[config.mk]
export PLATFORM = sky130hd
export DESIGN_NAME = scl_timing_gen
export DESIGN_NICKNAME = d
export VERILOG_FILES = /design/src/rtl/scl_timing_pkg.sv /design/src/rtl/scl_div_unit.sv /design/src/rtl/scl_phase_fsm.sv /design/src/rtl/scl_timing_gen.sv
export SDC_FILE = /design/constraint.sdc
export NUM_CORES = 1
export LEC_CHECK = 0
export BUFFER_PORTS_ARGS = -buffer_cell sky130_fd_sc_hd__buf_4
export CAP_MARGIN = 15
export CORE_ASPECT_RATIO = 0.9
export CORE_MARGIN = 5
export CORE_UTILIZATION = 50
export CTS_CLUSTER_SIZE = 12
export DETAILED_ROUTE_END_ITERATION = 8
export GPL_TIMING_DRIVEN = 0
export HOLD_SLACK_MARGIN = 0.1
export MAX_ROUTING_LAYER = met4
export PLACE_DENSITY_LB_ADDON = 0.15
export SLEW_MARGIN = 10
export SYNTH_ARGS = -nofsm -noshare
export SYNTH_HDL_FRONTEND = slang
export SYNTH_SLANG_ARGS = --single-unit
[constraint.sdc]
create_clock -name clk -period 6.5 [get_ports clk]
set_input_delay 1.3 -clock clk [delete_from_list [all_inputs] [get_ports clk]]
set_output_delay 1.3 -clock clk [all_outputs]
set_load 0.01 [all_outputs]
[src/rtl/scl_timing_pkg.sv]
package scl_timing_pkg;

    typedef enum logic [2:0] {
        CT_OFF,
        CT_LOAD,
        CT_CALC,
        CT_RUN,
        CT_FAULT
    } ctl_state_t;

    typedef enum logic [1:0] {
        PH_IDLE,
        PH_LOW,
        PH_WAIT_HIGH,
        PH_HIGH
    } phase_state_t;

    typedef enum logic [1:0] {
        DV_IDLE,
        DV_SHIFT,
        DV_DONE
    } div_state_t;

    typedef enum logic [1:0] {
        DUTY_STD,
        DUTY_F2,
        DUTY_F169
    } duty_mode_t;

    // multiple of the bus speed that divides the clock for each duty mode
    function automatic logic [4:0] speed_factor(input duty_mode_t m);
        unique case (m)
            DUTY_STD:  speed_factor = 5'd2;
            DUTY_F2:   speed_factor = 5'd3;
            DUTY_F169: speed_factor = 5'd25;
            default:   speed_factor = 5'd2;
        endcase
    endfunction

endpackage

[src/rtl/scl_div_unit.sv]
module scl_div_unit
    import scl_timing_pkg::*;
#(
    parameter int NUM_W = 16,
    parameter int DEN_W = 14
) (
    input  logic             clk,
    input  logic             rst_n,
    input  logic             start,
    input  logic [NUM_W-1:0] numer,
    input  logic [DEN_W-1:0] denom,
    output logic             done,
    output logic [NUM_W-1:0] quot
);
    localparam int CW = $clog2(NUM_W);

    div_state_t       st_q, st_n;
    logic [DEN_W-1:0] rem_q, den_q;
    logic [NUM_W-1:0] q_q;
    logic [CW-1:0]    cnt_q;

    logic [DEN_W:0]   shifted;
    logic [DEN_W:0]   diff;
    logic             fits;
    logic [DEN_W-1:0] rem_n;

    always_comb begin
        shifted = {rem_q, q_q[NUM_W-1]};
        diff    = shifted - {1'b0, den_q};
        fits    = (shifted >= {1'b0, den_q});
        rem_n   = fits ? diff[DEN_W-1:0] : shifted[DEN_W-1:0];
    end

    always_comb begin
        st_n = st_q;
        if (start) begin
            st_n = DV_SHIFT;
        end else begin
            unique case (st_q)
                DV_IDLE:  st_n = DV_IDLE;
                DV_SHIFT: if (cnt_q == '0) st_n = DV_DONE;
                DV_DONE:  st_n = DV_IDLE;
                default:  st_n = DV_IDLE;
            endcase
        end
    end

    always_ff @(posedge clk or negedge rst_n) begin
        if (!rst_n) begin
            st_q <= DV_IDLE;
        end else begin
            st_q <= st_n;
        end
    end

    always_ff @(posedge clk or negedge rst_n) begin
        if (!rst_n) begin
            rem_q <= '0;
            den_q <= '0;
            q_q   <= '0;
            cnt_q <= '0;
        end else if (start) begin
            rem_q <= '0;
            den_q <= denom;
            q_q   <= numer;
            cnt_q <= CW'(NUM_W - 1);
        end else if (st_q == DV_SHIFT) begin
            rem_q <= rem_n;
            q_q   <= {q_q[NUM_W-2:0], fits};
            cnt_q <= cnt_q - 1'b1;
        end
    end

    assign done = (st_q == DV_DONE);
    assign quot = q_q;

endmodule

[src/rtl/scl_phase_fsm.sv]
module scl_phase_fsm
    import scl_timing_pkg::*;
#(
    parameter int LEN_W = 16
) (
    input  logic             clk,
    input  logic             rst_n,
    input  logic             run,
    input  logic [LEN_W-1:0] low_len,
    input  logic [LEN_W-1:0] high_len,
    input  logic             scl_in,
    output logic             scl_en,
    output logic             phase_tick
);
    phase_state_t     st_q, st_n;
    logic [LEN_W-1:0] cnt_q, cnt_n;
    logic             tick_n, tick_q;

    always_comb begin
        st_n   = st_q;
        cnt_n  = cnt_q;
        tick_n = 1'b0;
        if (!run) begin
            st_n  = PH_IDLE;
            cnt_n = '0;
        end else begin
            unique case (st_q)
                PH_IDLE: begin
                    st_n  = PH_LOW;
                    cnt_n = low_len - 1'b1;
                end
                PH_LOW: begin
                    if (cnt_q == '0) begin
                        st_n   = PH_WAIT_HIGH;
                        tick_n = 1'b1;
                    end else begin
                        cnt_n = cnt_q - 1'b1;
                    end
                end
                PH_WAIT_HIGH: begin
                    if (scl_in) begin
                        st_n  = PH_HIGH;
                        cnt_n = high_len - 1'b1;
                    end
                end
                PH_HIGH: begin
                    if (cnt_q == '0) begin
                        st_n   = PH_LOW;
                        cnt_n  = low_len - 1'b1;
                        tick_n = 1'b1;
                    end else begin
                        cnt_n = cnt_q - 1'b1;
                    end
                end
                default: st_n = PH_IDLE;
            endcase
        end
    end

    always_ff @(posedge clk or negedge rst_n) begin
        if (!rst_n) begin
            st_q   <= PH_IDLE;
            cnt_q  <= '0;
            tick_q <= 1'b0;
        end else begin
            st_q   <= st_n;
            cnt_q  <= cnt_n;
            tick_q <= tick_n;
        end
    end

    always_comb begin
        scl_en     = (st_q != PH_LOW);
        phase_tick = tick_q;
    end

endmodule

[src/rtl/scl_timing_gen.sv]
module scl_timing_gen
    import scl_timing_pkg::*;
#(
    parameter int MHZ_W        = 6,
    parameter int SPD_W        = 9,
    parameter int DIV_W        = 12,
    parameter int STD_MAX_KHZ  = 100,
    parameter int MHZ_MIN      = 2,
    parameter int MHZ_MAX      = 36,
    parameter int STD_MIN_DIV  = 4,
    parameter int FAST_MIN_DIV = 1
) (
    input  logic             clk,
    input  logic             rst_n,
    input  logic             enable,
    input  logic [MHZ_W-1:0] pclk_mhz,
    input  logic [SPD_W-1:0] bus_khz,
    input  logic             duty_16_9,
    input  logic             scl_in,
    output logic [DIV_W-1:0] div_out,
    output logic             fast_mode,
    output logic [MHZ_W:0]   trise_out,
    output logic             cfg_ready,
    output logic             clk_range_err,
    output logic             div_ovf_err,
    output logic             scl_en,
    output logic             phase_tick
);
    localparam int DIVD_W  = $clog2(((1 << MHZ_W) - 1) * 1000 + 1);
    localparam int DIVS_W  = SPD_W + 5;
    localparam int LEN_W   = DIV_W + 4;
    localparam int PROD_W  = MHZ_W + 9;
    localparam logic [DIVD_W-1:0] DIV_MAX = DIVD_W'((1 << DIV_W) - 1);

    ctl_state_t       st_q, st_n;
    logic [MHZ_W-1:0] cap_mhz;
    logic [SPD_W-1:0] cap_khz;
    logic             cap_duty;

    duty_mode_t       cap_mode;
    logic             cap_fast;
    logic             mhz_ok;
    logic [DIVD_W-1:0] dividend;
    logic [DIVS_W-1:0] divisor;
    logic             div_start;
    logic             div_done;
    logic [DIVD_W-1:0] quot;

    logic             ovf;
    logic [DIVD_W-1:0] min_div;
    logic [DIVD_W-1:0] clamped;
    logic [DIV_W-1:0] div_new;
    logic [PROD_W-1:0] mhz_x300;
    logic [MHZ_W:0]   trise_new;
    logic [LEN_W-1:0] low_new, high_new;

    logic [DIV_W-1:0] div_q;
    logic             fast_q;
    logic [MHZ_W:0]   trise_q;
    logic [LEN_W-1:0] low_len_q, high_len_q;
    logic             rng_err_q, ovf_err_q;

    // configuration decode from the captured values
    always_comb begin
        cap_fast = (int'(cap_khz) > STD_MAX_KHZ);
        if (!cap_fast)     cap_mode = DUTY_STD;
        else if (cap_duty) cap_mode = DUTY_F169;
        else               cap_mode = DUTY_F2;
        mhz_ok    = (int'(cap_mhz) >= MHZ_MIN) && (int'(cap_mhz) <= MHZ_MAX);
        dividend  = DIVD_W'(cap_mhz) * DIVD_W'(1000);
        divisor   = DIVS_W'(cap_khz) * DIVS_W'(speed_factor(cap_mode));
        div_start = (st_q == CT_LOAD) && mhz_ok;
    end

    scl_div_unit #(
        .NUM_W (DIVD_W),
        .DEN_W (DIVS_W)
    ) u_div (
        .clk   (clk),
        .rst_n (rst_n),
        .start (div_start),
        .numer (dividend),
        .denom (divisor),
        .done  (div_done),
        .quot  (quot)
    );

    // post-processing of the quotient: clamp, overflow, phase lengths
    always_comb begin
        ovf      = (quot > DIV_MAX);
        min_div  = cap_fast ? DIVD_W'(FAST_MIN_DIV) : DIVD_W'(STD_MIN_DIV);
        clamped  = (quot < min_div) ? min_div : quot;
        div_new  = ovf ? '1 : clamped[DIV_W-1:0];
        mhz_x300 = PROD_W'(cap_mhz) * PROD_W'(300);
        if (cap_fast) trise_new = (MHZ_W+1)'(mhz_x300 / PROD_W'(1000)) + 1'b1;
        else          trise_new = {1'b0, cap_mhz} + 1'b1;
        unique case (cap_mode)
            DUTY_STD: begin
                low_new  = LEN_W'(div_new);
                high_new = LEN_W'(div_new);
            end
            DUTY_F2: begin
                low_new  = LEN_W'(div_new) << 1;
                high_new = LEN_W'(div_new);
            end
            DUTY_F169: begin
                low_new  = LEN_W'(div_new) << 4;
                high_new = (LEN_W'(div_new) << 3) + LEN_W'(div_new);
            end
            default: begin
                low_new  = LEN_W'(div_new);
                high_new = LEN_W'(div_new);
            end
        endcase
    end

    // controller next state
    always_comb begin
        st_n = st_q;
        unique case (st_q)
            CT_OFF:   if (enable) st_n = CT_LOAD;
            CT_LOAD: begin
                if (!enable)     st_n = CT_OFF;
                else if (!mhz_ok) st_n = CT_FAULT;
                else             st_n = CT_CALC;
            end
            CT_CALC: begin
                if (!enable)       st_n = CT_OFF;
                else if (div_done) st_n = ovf ? CT_FAULT : CT_RUN;
            end
            CT_RUN:   if (!enable) st_n = CT_OFF;
            CT_FAULT: if (!enable) st_n = CT_OFF;
            default:  st_n = CT_OFF;
        endcase
    end

    always_ff @(posedge clk or negedge rst_n) begin
        if (!rst_n) begin
            st_q <= CT_OFF;
        end else begin
            st_q <= st_n;
        end
    end

    // captured configuration and accepted results
    always_ff @(posedge clk or negedge rst_n) begin
        if (!rst_n) begin
            cap_mhz    <= '0;
            cap_khz    <= '0;
            cap_duty   <= 1'b0;
            div_q      <= '0;
            fast_q     <= 1'b0;
            trise_q    <= '0;
            low_len_q  <= '0;
            high_len_q <= '0;
            rng_err_q  <= 1'b0;
            ovf_err_q  <= 1'b0;
        end else begin
            unique case (st_q)
                CT_OFF: begin
                    cap_mhz   <= pclk_mhz;
                    cap_khz   <= bus_khz;
                    cap_duty  <= duty_16_9;
                    rng_err_q <= 1'b0;
                    ovf_err_q <= 1'b0;
                end
                CT_LOAD: begin
                    if (enable && !mhz_ok) rng_err_q <= 1'b1;
                end
                CT_CALC: begin
                    if (enable && div_done) begin
                        div_q      <= div_new;
                        fast_q     <= cap_fast;
                        trise_q    <= trise_new;
                        low_len_q  <= low_new;
                        high_len_q <= high_new;
                        ovf_err_q  <= ovf;
                    end
                end
                CT_RUN, CT_FAULT: begin
                    if (!enable) begin
                        rng_err_q <= 1'b0;
                        ovf_err_q <= 1'b0;
                    end
                end
                default: begin
                    rng_err_q <= 1'b0;
                    ovf_err_q <= 1'b0;
                end
            endcase
        end
    end

    scl_phase_fsm #(
        .LEN_W (LEN_W)
    ) u_phase (
        .clk        (clk),
        .rst_n      (rst_n),
        .run        (st_q == CT_RUN),
        .low_len    (low_len_q),
        .high_len   (high_len_q),
        .scl_in     (scl_in),
        .scl_en     (scl_en),
        .phase_tick (phase_tick)
    );

    always_comb begin
        div_out       = div_q;
        fast_mode     = fast_q;
        trise_out     = trise_q;
        cfg_ready     = (st_q == CT_RUN);
        clk_range_err = rng_err_q;
        div_ovf_err   = ovf_err_q;
    end

endmodule

==> results of run 1 <==
-- what timing repair did --
item / 4_1_cts / 5_1_grt
gates resized for setup: 66 / 31
cloned: 0 / 0
buffers inserted: 39 / 18
setup endpoints to repair: 7 / 6
hold buffers: 0 / 0
pin swaps: 25 / 26
-- sequential cells by signal, indices dropped and copies added (netlist names), 9 cells and up --
name	cells
low_len_q	16
u_div.quot	16
u_phase.cnt_q	16
u_div.den_q	14
u_div.rem_q	14
high_len_q	13
div_out	12
cap_khz	9
-- through the flow --
step                worst slack (ns)  area (µm²)  hold WS, ns  setup TNS [ns]  utilization, %
finish                        -0.183       14400        0.480          -0.349            61.0
global route                  -0.445       14400        0.506           -1.62            61.0
CTS                           0.0111       14100        0.488               0            59.7
detailed placement            -0.985       12800        0.474           -4.43            54.5
global placement              -0.933       12800        0.464           -4.03            54.3
floorplan                     0.0405       12100        0.443               0               -
-- metal layers --
metal	vias up	track usage, %	share of wire (%)
met5	-	-	0
met3	47	4.63	5.9
met1	5230	34.4	47
li1	5251	-	-
met4	0	5.77	1.8
met2	320	38.3	46
-- path summary, 6_finish.rpt --
kind | from | to | slack, ns | cells after the start
min in group asynchronous | rst_n | u_phase.cnt_q[12]$_DFFE_PN0P_ | 0.82 | 1
max in group asynchronous | rst_n | cap_mhz[1]$_DFFE_PN0P_ | 4.91 | 2
setup reg to reg | cap_mhz[4]$_DFFE_PN0P_ | trise_out[4]$_DFFE_PN0P_ | -0.18 | 28
hold reg to reg | div_out[4]$_DFFE_PN0P_ | div_out[4]$_DFFE_PN0P_ | 0.48 | 2
setup / recovery | cap_mhz[4]$_DFFE_PN0P_ | trise_out[4]$_DFFE_PN0P_ | -0.18 | 28
hold / removal | div_out[4]$_DFFE_PN0P_ | div_out[4]$_DFFE_PN0P_ | 0.48 | 2
-- kinds of logic after synthesis --
group,share of synthesized area (%)
and+or+nand+nor,16.7
AOI/OAI and AO/OA,21.3
buffers and inverters,6.14
muxes,2.71
adders and majority gates,16.9
DFF,28.9
xor gates and xnor gates,7.39
-- synthesized netlist by cell type (all sizes together) (4+ instances only) --
cell type  instances
clkbuf            53
a21boi             5
o22ai             17
nor3              24
and2              14
a22oi             15
nand4             11
a211o              4
xnor2             53
inv              128
a21oi             79
a31oi             18
and3              13
o2111ai            6
or3                7
fa                29
a22o              16
a21o              27
nand3             24
o21bai            14
nand2            182
o31ai             10
nor2              99
xor2              46
mux2i             15
ha               116
a221oi             5
a211oi            14
o21ai            108
nand2b            14
or2                5
nor2b             12
dfrtp            139
o211a              5
o41ai              4
buf                9
mux2              15
o211ai             8
nor4              19
-- layout make-up --
cell class	instances	area share, %
Clock buffer	21	3.06
Clock inverter	10	0.670
Sequential cell	139	24.3
Multi-Input combinational cell	1096	58.4
Timing Repair Buffer	104	5.75
Tap cell	302	2.63
Buffer	62	1.85
Inverter	128	3.42
-- critical path, delay by kind of cell (launching register included) --
kind / cells / cell delay [ns]
AO/OA/AOI/OAI: 13 / 2.72
multiplexers: 1 / 0.26
flip-flops: 1 / 0.43
buffers and inverters: 4 / 0.54
XOR/XNOR: 1 / 0.15
AND/OR/NAND/NOR: 4 / 0.80
adder cells (fa/ha/maj): 5 / 1.64
==> summary.md, run 1 <==
| Metric | Value |
|---|---|
| Outcome | finished with violations |
| Violations in the final reports | negative setup slack |
| Antenna violations before repair | 0 |
| Max-cap viol count | 0 |
| Worst path arrival time | about 7 ns |
| Standard-cell row count | 53 |
| CTS max path bufs | 2 |
| Detailed-route vias per instance | ~5.8 |
| Relative slew slack | a little under a third |
| Total gr overflow | 0 |
| Yosys reg bits | 139 |
| Vias after detailed routing | 10800 |
| Number of iterations in the first detailed-routing pass | 5 |
| Hpwl dp | 24800 µm |
| Top library cells by usage in the layout, fill and taps aside | sky130_fd_sc_hd__nand2_1 (179), sky130_fd_sc_hd__dfrtp_1 (133), sky130_fd_sc_hd__inv_1 (123) |
| Routed wirelength normalized by instance count | 17.9 µm |
| Register Area | 3490 µm² |
| Pin count of the biggest net entering global routing | 72 |
| Setup violation total in the final timing report | 3 |
| Area taken by multi-input logic gates | 8390 µm² |
| CTS tree | yes |
| Number of nets in the synthesized netlist | 1590 |
| Upper clock frequency limit | 150 MHz |
| Share of post-route cells with drive strength above 1 | 16.0% |
| Height of the die | 157 µm |
| Count of placed standard cells in the final layout, fillers left out | 1862 |
| Cells taking the most area after synthesis | sky130_fd_sc_hd__dfrtp_1 (29%), sky130_fd_sc_hd__ha_1 (12%), sky130_fd_sc_hd__nand2_1 (5.7%) |
| Remaining number of nets flagged by the antenna check after routing | 0 |
| Post-route DRC violation count | 0 |
| Final worst-path cycle share | 103% |
| Effective utilization at floorplan | 51.2% |
| Synth Area per Inst | 8.45 µm² |
| Startpoint types | flop |
| Clock transition at the registers of the reported paths | 0.06 ns |
| Predominant post-synthesis flop cell | sky130_fd_sc_hd__dfrtp_1 |
| Min-delay worst type | reg2reg |
| Required time of the critical path | 6.79 ns |
| Number of violations reported at the end of detailed-routing iteration 0 | 744 |
| Number of placed I/O pins | 45 |
| Cell occurring most often along the worst timing path | sky130_fd_sc_hd__ha_4 |
| Antenna diode instance count | 0 |
| Master of the slowest instance on the critical path | sky130_fd_sc_hd__fa_1 |
| Setup repair after global routing missed its margin | yes |
| Critical path's largest stage delay | 0.57 ns |
| Post-route setup slack | -0.183 ns |
| Syn-to-layout area delta | 19.3% |
| Number of enable flip-flop cells after synthesis | 0 |
| Setup Skew | 0.0139 ns |
| Start-to-end type of the worst setup path | reg2reg |
| Global Route Usage Sum | 24.8% |
| Gate count after technology mapping | around 1400 |
| Yosys warning total | 0 |
| Number of nets in the layout | 1713 |
| Vias in the first global route | 10500 |
| I/O Buffers | 44 |
| Sequential fraction of the synthesis area | 28.9% |
| Floorplan die width | 174 µm |
| Global placer's final weighted congestion | 0.908 |
| Floorplan Core Area | 23500 µm² |
| Routed WL | around 33000 µm |
| Wire length of the first global-routing pass | around 54000 µm |
| Maximum level of the CTS H-tree | 4 |
| Floorplan die area | about 27000 µm² |
| Measured slew at the worst slew-check pin | 1.02 ns |
| Total count of max-transition violations in the final report | 0 |
| Yosys top cell by area | sky130_fd_sc_hd__dfrtp_1 |
| Most frequent standard cell in the layout excluding fill and tap cells | sky130_fd_sc_hd__nand2_1 |
| Clk_lat worst skew | approximately 0.43 ns |
| Number of clock sinks seen by CTS | 139 |
| Final worst path period need | 6.68 ns |
| Post-synthesis cell area | about 12000 µm² |
| Async set-or-reset flop fraction in the synthesized netlist | 100% |
| Count of placed standard cells including taps | 1773 |
| Fill cell count | 2046 |
| Number of buffers created by CTS | 17 |
| Distinct cell type count after synthesis | between 80 and 90 |
| Maximum fanout along the worst path | 7 |
| Crit path capture type | flop |
| Cell at the root of the clock tree | sky130_fd_sc_hd__clkbuf_16 |
| Top cell type's share of synthesized area | between 20% and 30% |
| Final Hold Vio Count | 0 |
Power of run 1 is left out: the tool's default activity adds up to more than one toggle a clock period on the data nets, which glitch-free logic cannot reach.
==> run 2: changes to the inputs <==
--- a/config.mk
+++ b/config.mk
@@ -5,6 +5,7 @@
 export SDC_FILE = /design/constraint.sdc
 export NUM_CORES = 1
 export LEC_CHECK = 0
+export ABC_CLOCK_PERIOD_IN_PS = 6500
 export BUFFER_PORTS_ARGS = -buffer_cell sky130_fd_sc_hd__buf_4
 export CAP_MARGIN = 15
 export CORE_ASPECT_RATIO = 0.9
@@ -19,4 +20,5 @@
 export SLEW_MARGIN = 10
 export SYNTH_ARGS = -nofsm -noshare
 export SYNTH_HDL_FRONTEND = slang
+export SYNTH_HIERARCHICAL = 1
 export SYNTH_SLANG_ARGS = --single-unit
==> run 2 against run 1 <==
Net effect:
- the run still ends with negative setup slack left
- routed wire length grew 14%
- final area up 11%
- clock-buffer cell count increased by 1
- critical endpoint is now trise_out[6]$_DFFE_PN0P_
- final cell count rose by 12%
- largest cell class unchanged
==> summary.md, run 2 <==
| Metric | Value |
|---|---|
| Register Area | 3490 µm² (unchanged) |
| Predominant post-synthesis flop cell | sky130_fd_sc_hd__dfrtp_1 |
| Hpwl dp | 28200 µm (+14%) |
| Upper clock frequency limit | 143 MHz (-4.6%) |
| Setup TNS | -2.22 ns (-1.88 ns) |
| Number of nets in the layout | 1886 (+10%) |
| Global placer's final weighted congestion | 0.912 (+0.43%) |
| Number of placed I/O pins | 45 (unchanged) |
| Setup repair after global routing missed its margin | yes |
| Maximum fanout along the worst path | 4 (-3) |
| Yosys reg bits | 139 (unchanged) |
| Clk_lat worst skew | 0.43 ns (about the same) |
| Cell at the root of the clock tree | sky130_fd_sc_hd__clkbuf_16 |
| Standard-cell row count | 56 (+5.7%) |
| Final Hold Vio Count | 0 (unchanged) |
| Distinct cell type count after synthesis | 109 (+27%) |
| Setup violation total in the final timing report | 7 (+4) |
| Routed wirelength normalized by instance count | 18.3 µm (+2.1%) |
| Master of the slowest instance on the critical path | sky130_fd_sc_hd__fa_1 |
| Number of iterations in the first detailed-routing pass | 5 (unchanged) |
| Antenna diode instance count | 0 (unchanged) |
| Syn-to-layout area delta | 20.4% |
| Number of buffers created by CTS | 17 (unchanged) |
| Measured slew at the worst slew-check pin | 1.06 ns (+0.0346 ns) |
| Synth Area per Inst | 8.42 µm² (-0.40%) |
| Outcome | finished with violations |
| Share of post-route cells with drive strength above 1 | 18.3% (+2.3 points) |
| Final worst-path cycle share | 108% (+5.0 points) |
| Crit path capture type | flop |
| Floorplan die width | 182 µm (+4.6%) |
| Floorplan Core Area | 26100 µm² (+11%) |
| Detailed-route vias per instance | 5.92 (+1.6%) |
| Violations in the final reports | negative setup slack |
| Final worst path period need | 7.01 ns (+0.325 ns) |
| Number of violations reported at the end of detailed-routing iteration 0 | 923 (+24%) |
| Gate count after technology mapping | 1574 (+10%) |
| Global Route Usage Sum | 26.0% (+1.2 points) |
| Remaining number of nets flagged by the antenna check after routing | 0 (unchanged) |
| Relative slew slack | 29.1% (-2.4 points) |
| Pin count of the biggest net entering global routing | 72 (unchanged) |
| Post-route DRC violation count | 0 (unchanged) |
| Post-route setup slack | -0.508 ns (-0.325 ns) |
| Routed WL | 38100 µm (+14%) |
| Yosys warning total | 6 (+6) |
| Vias in the first global route | 11900 (+14%) |
| Required time of the critical path | 6.86 ns (+0.07 ns) |
| Most common cell in the synthesized netlist | sky130_fd_sc_hd__nand2_1 |
| Post-synthesis cell area | 13200 µm² (+10%) |
| Startpoint types | flop |
| Most frequent standard cell in the layout excluding fill and tap cells | sky130_fd_sc_hd__nand2_1 |
| Number of enable flip-flop cells after synthesis | 0 (unchanged) |
| Wire length of the first global-routing pass | 61700 µm (+14%) |
| Vias after detailed routing | 12300 (+14%) |
| Cells taking the most area after synthesis | sky130_fd_sc_hd__dfrtp_1 (26%), sky130_fd_sc_hd__ha_1 (11%), sky130_fd_sc_hd__nand2_1 (5.1%) |
| Start-to-end type of the worst setup path | reg2reg |
| Setup Skew | 0.0137 ns (-0.000224 ns) |
| Antenna violations before repair | 0 (unchanged) |
| Clock transition at the registers of the reported paths | 0.07 ns (about the same) |
| Area taken by multi-input logic gates | 9450 µm² (+13%) |
| Cell occurring most often along the worst timing path | sky130_fd_sc_hd__buf_4 |
| Total count of max-transition violations in the final report | 0 (unchanged) |
| Floorplan die area | 29900 µm² (+9.4%) |
| I/O Buffers | 44 (unchanged) |
| CTS tree | yes |
| Worst path arrival time | 7.37 ns (+0.39 ns) |
| Sequential fraction of the synthesis area | 26.3% (-2.6 points) |
| Top cell type's share of synthesized area | 26.3% (-2.6 points) |
| Top library cells by usage in the layout, fill and taps aside | sky130_fd_sc_hd__nand2_1 (177), sky130_fd_sc_hd__dfrtp_1 (133), sky130_fd_sc_hd__buf_4 (127) |
| Height of the die | 164 µm (+4.6%) |
| Total gr overflow | 0 (unchanged) |
| Commonest cells in the synthesized netlist | sky130_fd_sc_hd__nand2_1 (179), sky130_fd_sc_hd__dfrtp_1 (139), sky130_fd_sc_hd__inv_1 (126), sky130_fd_sc_hd__ha_1 (117), sky130_fd_sc_hd__o21ai_0 (113) |
| Effective utilization at floorplan | 50.8% (-0.33 points) |
| Min-delay worst type | reg2reg |
| Critical path's largest stage delay | 0.58 ns (about the same) |
| Yosys top cell by area | sky130_fd_sc_hd__dfrtp_1 |
| Number of clock sinks seen by CTS | 139 (unchanged) |
| Async set-or-reset flop fraction in the synthesized netlist | 100% (unchanged) |
| Maximum level of the CTS H-tree | 4 (unchanged) |
| Fill cell count | 2305 (+13%) |
| Max-cap viol count | 0 (unchanged) |
| CTS max path bufs | 2 (unchanged) |
==> run 2: cell types whose count changed in the layout (fill, tap and decap cells not counted), moves of 11 or more <==
cell / before / now
sky130_fd_sc_hd__o21ai_1: 6 / 21
sky130_fd_sc_hd__xnor2_1: 43 / 55
sky130_fd_sc_hd__nor3_1: 23 / 34
sky130_fd_sc_hd__buf_4: 101 / 127
sky130_fd_sc_hd__a22o_1: 16 / 4
sky130_fd_sc_hd__xor2_1: 42 / 29
==> run 2: area by class of cell <==
cell class	instances	area share, %
tap	348	2.73
clock inverter	10	1.04
multi-input combinational	1233	59.3
clock buffer	22	2.91
timing repair buffer	127	6.54
sequential	139	21.9
inverter	127	3.12
buffer	75	2.53
==> run 2: metrics by stage <==
| step | utilization [%] | setup WS [ns] | cell area [µm²] | hold WS, ns | cells |
|---|---|---|---|---|---|
| 4_1_cts | 60.0 | -0.347 | 15600 | 0.485 | 2069 |
| 3_5_place_dp | 54.6 | -1.05 | 14200 | 0.473 | 1969 |
| 5_1_grt | 61.2 | -0.758 | 15900 | 0.505 | 2081 |
| 2_1_floorplan | - | -0.0162 | 13400 | 0.464 | 1576 |
| 6_report | 61.2 | -0.508 | 15900 | 0.481 | 2081 |
| 3_3_place_gp | 54.4 | -1.09 | 14200 | 0.466 | 1968 |
==> run 2: cell families (layout without fill, tap and decap cells) <==
group	after synthesis	in the layout	share of synthesized area [%]
mux	39	39	3.22
xor+xnor	91	91	6.07
compound gates	444	444	23.0
simple gates	510	510	19.7
buf+inv	204	361	6.27
fa+ha+maj	146	146	15.4
flops	139	139	26.3
other cells	1	3	0.0283
==> run 2: critical path: cells and delay by family (launching register included) <==
kind	cells	cell delay (ns)
buf+inv	8	1.12
mux	1	0.23
xor+xnor	1	0.10
flops	1	0.43
compound gates	14	3.23
simple gates	4	0.59
fa+ha+maj	4	1.25
==> run 2: repair_timing <==
| item | in CTS | in global routing |
|---|---|---|
| endpoints found under the setup margin | 7 | 7 |
| hold buffers | 0 | 0 |
| gates resized for setup | 47 | 40 |
| setup buffers | 68 | 15 |
| pin swaps | 30 | 30 |
==> run 2: per-layer routing <==
layer	GRT usage, %	share of wire [%]	wire length, µm
met1	35.8	46	17600
met5	-	0	0
met4	6.51	2.0	746
met3	3.74	5.8	2220
met2	40.9	46	17500
==> run 2: final timing paths <==
kind | start | end | slack, ns | cells past startpoint
hold / removal | div_out[11]$_DFFE_PN0P_ | div_out[11]$_DFFE_PN0P_ | 0.48 | 2
max in group asynchronous | rst_n | cap_mhz[4]$_DFFE_PN0P_ | 4.92 | 2
setup / recovery | cap_mhz[0]$_DFFE_PN0P_ | trise_out[6]$_DFFE_PN0P_ | -0.51 | 32
min in group asynchronous | rst_n | cap_khz[3]$_DFFE_PN0P_ | 0.80 | 1
setup reg to reg | cap_mhz[0]$_DFFE_PN0P_ | trise_out[6]$_DFFE_PN0P_ | -0.51 | 32
hold reg to reg | div_out[11]$_DFFE_PN0P_ | div_out[11]$_DFFE_PN0P_ | 0.48 | 2
Power of run 2 is left out for the same reason.
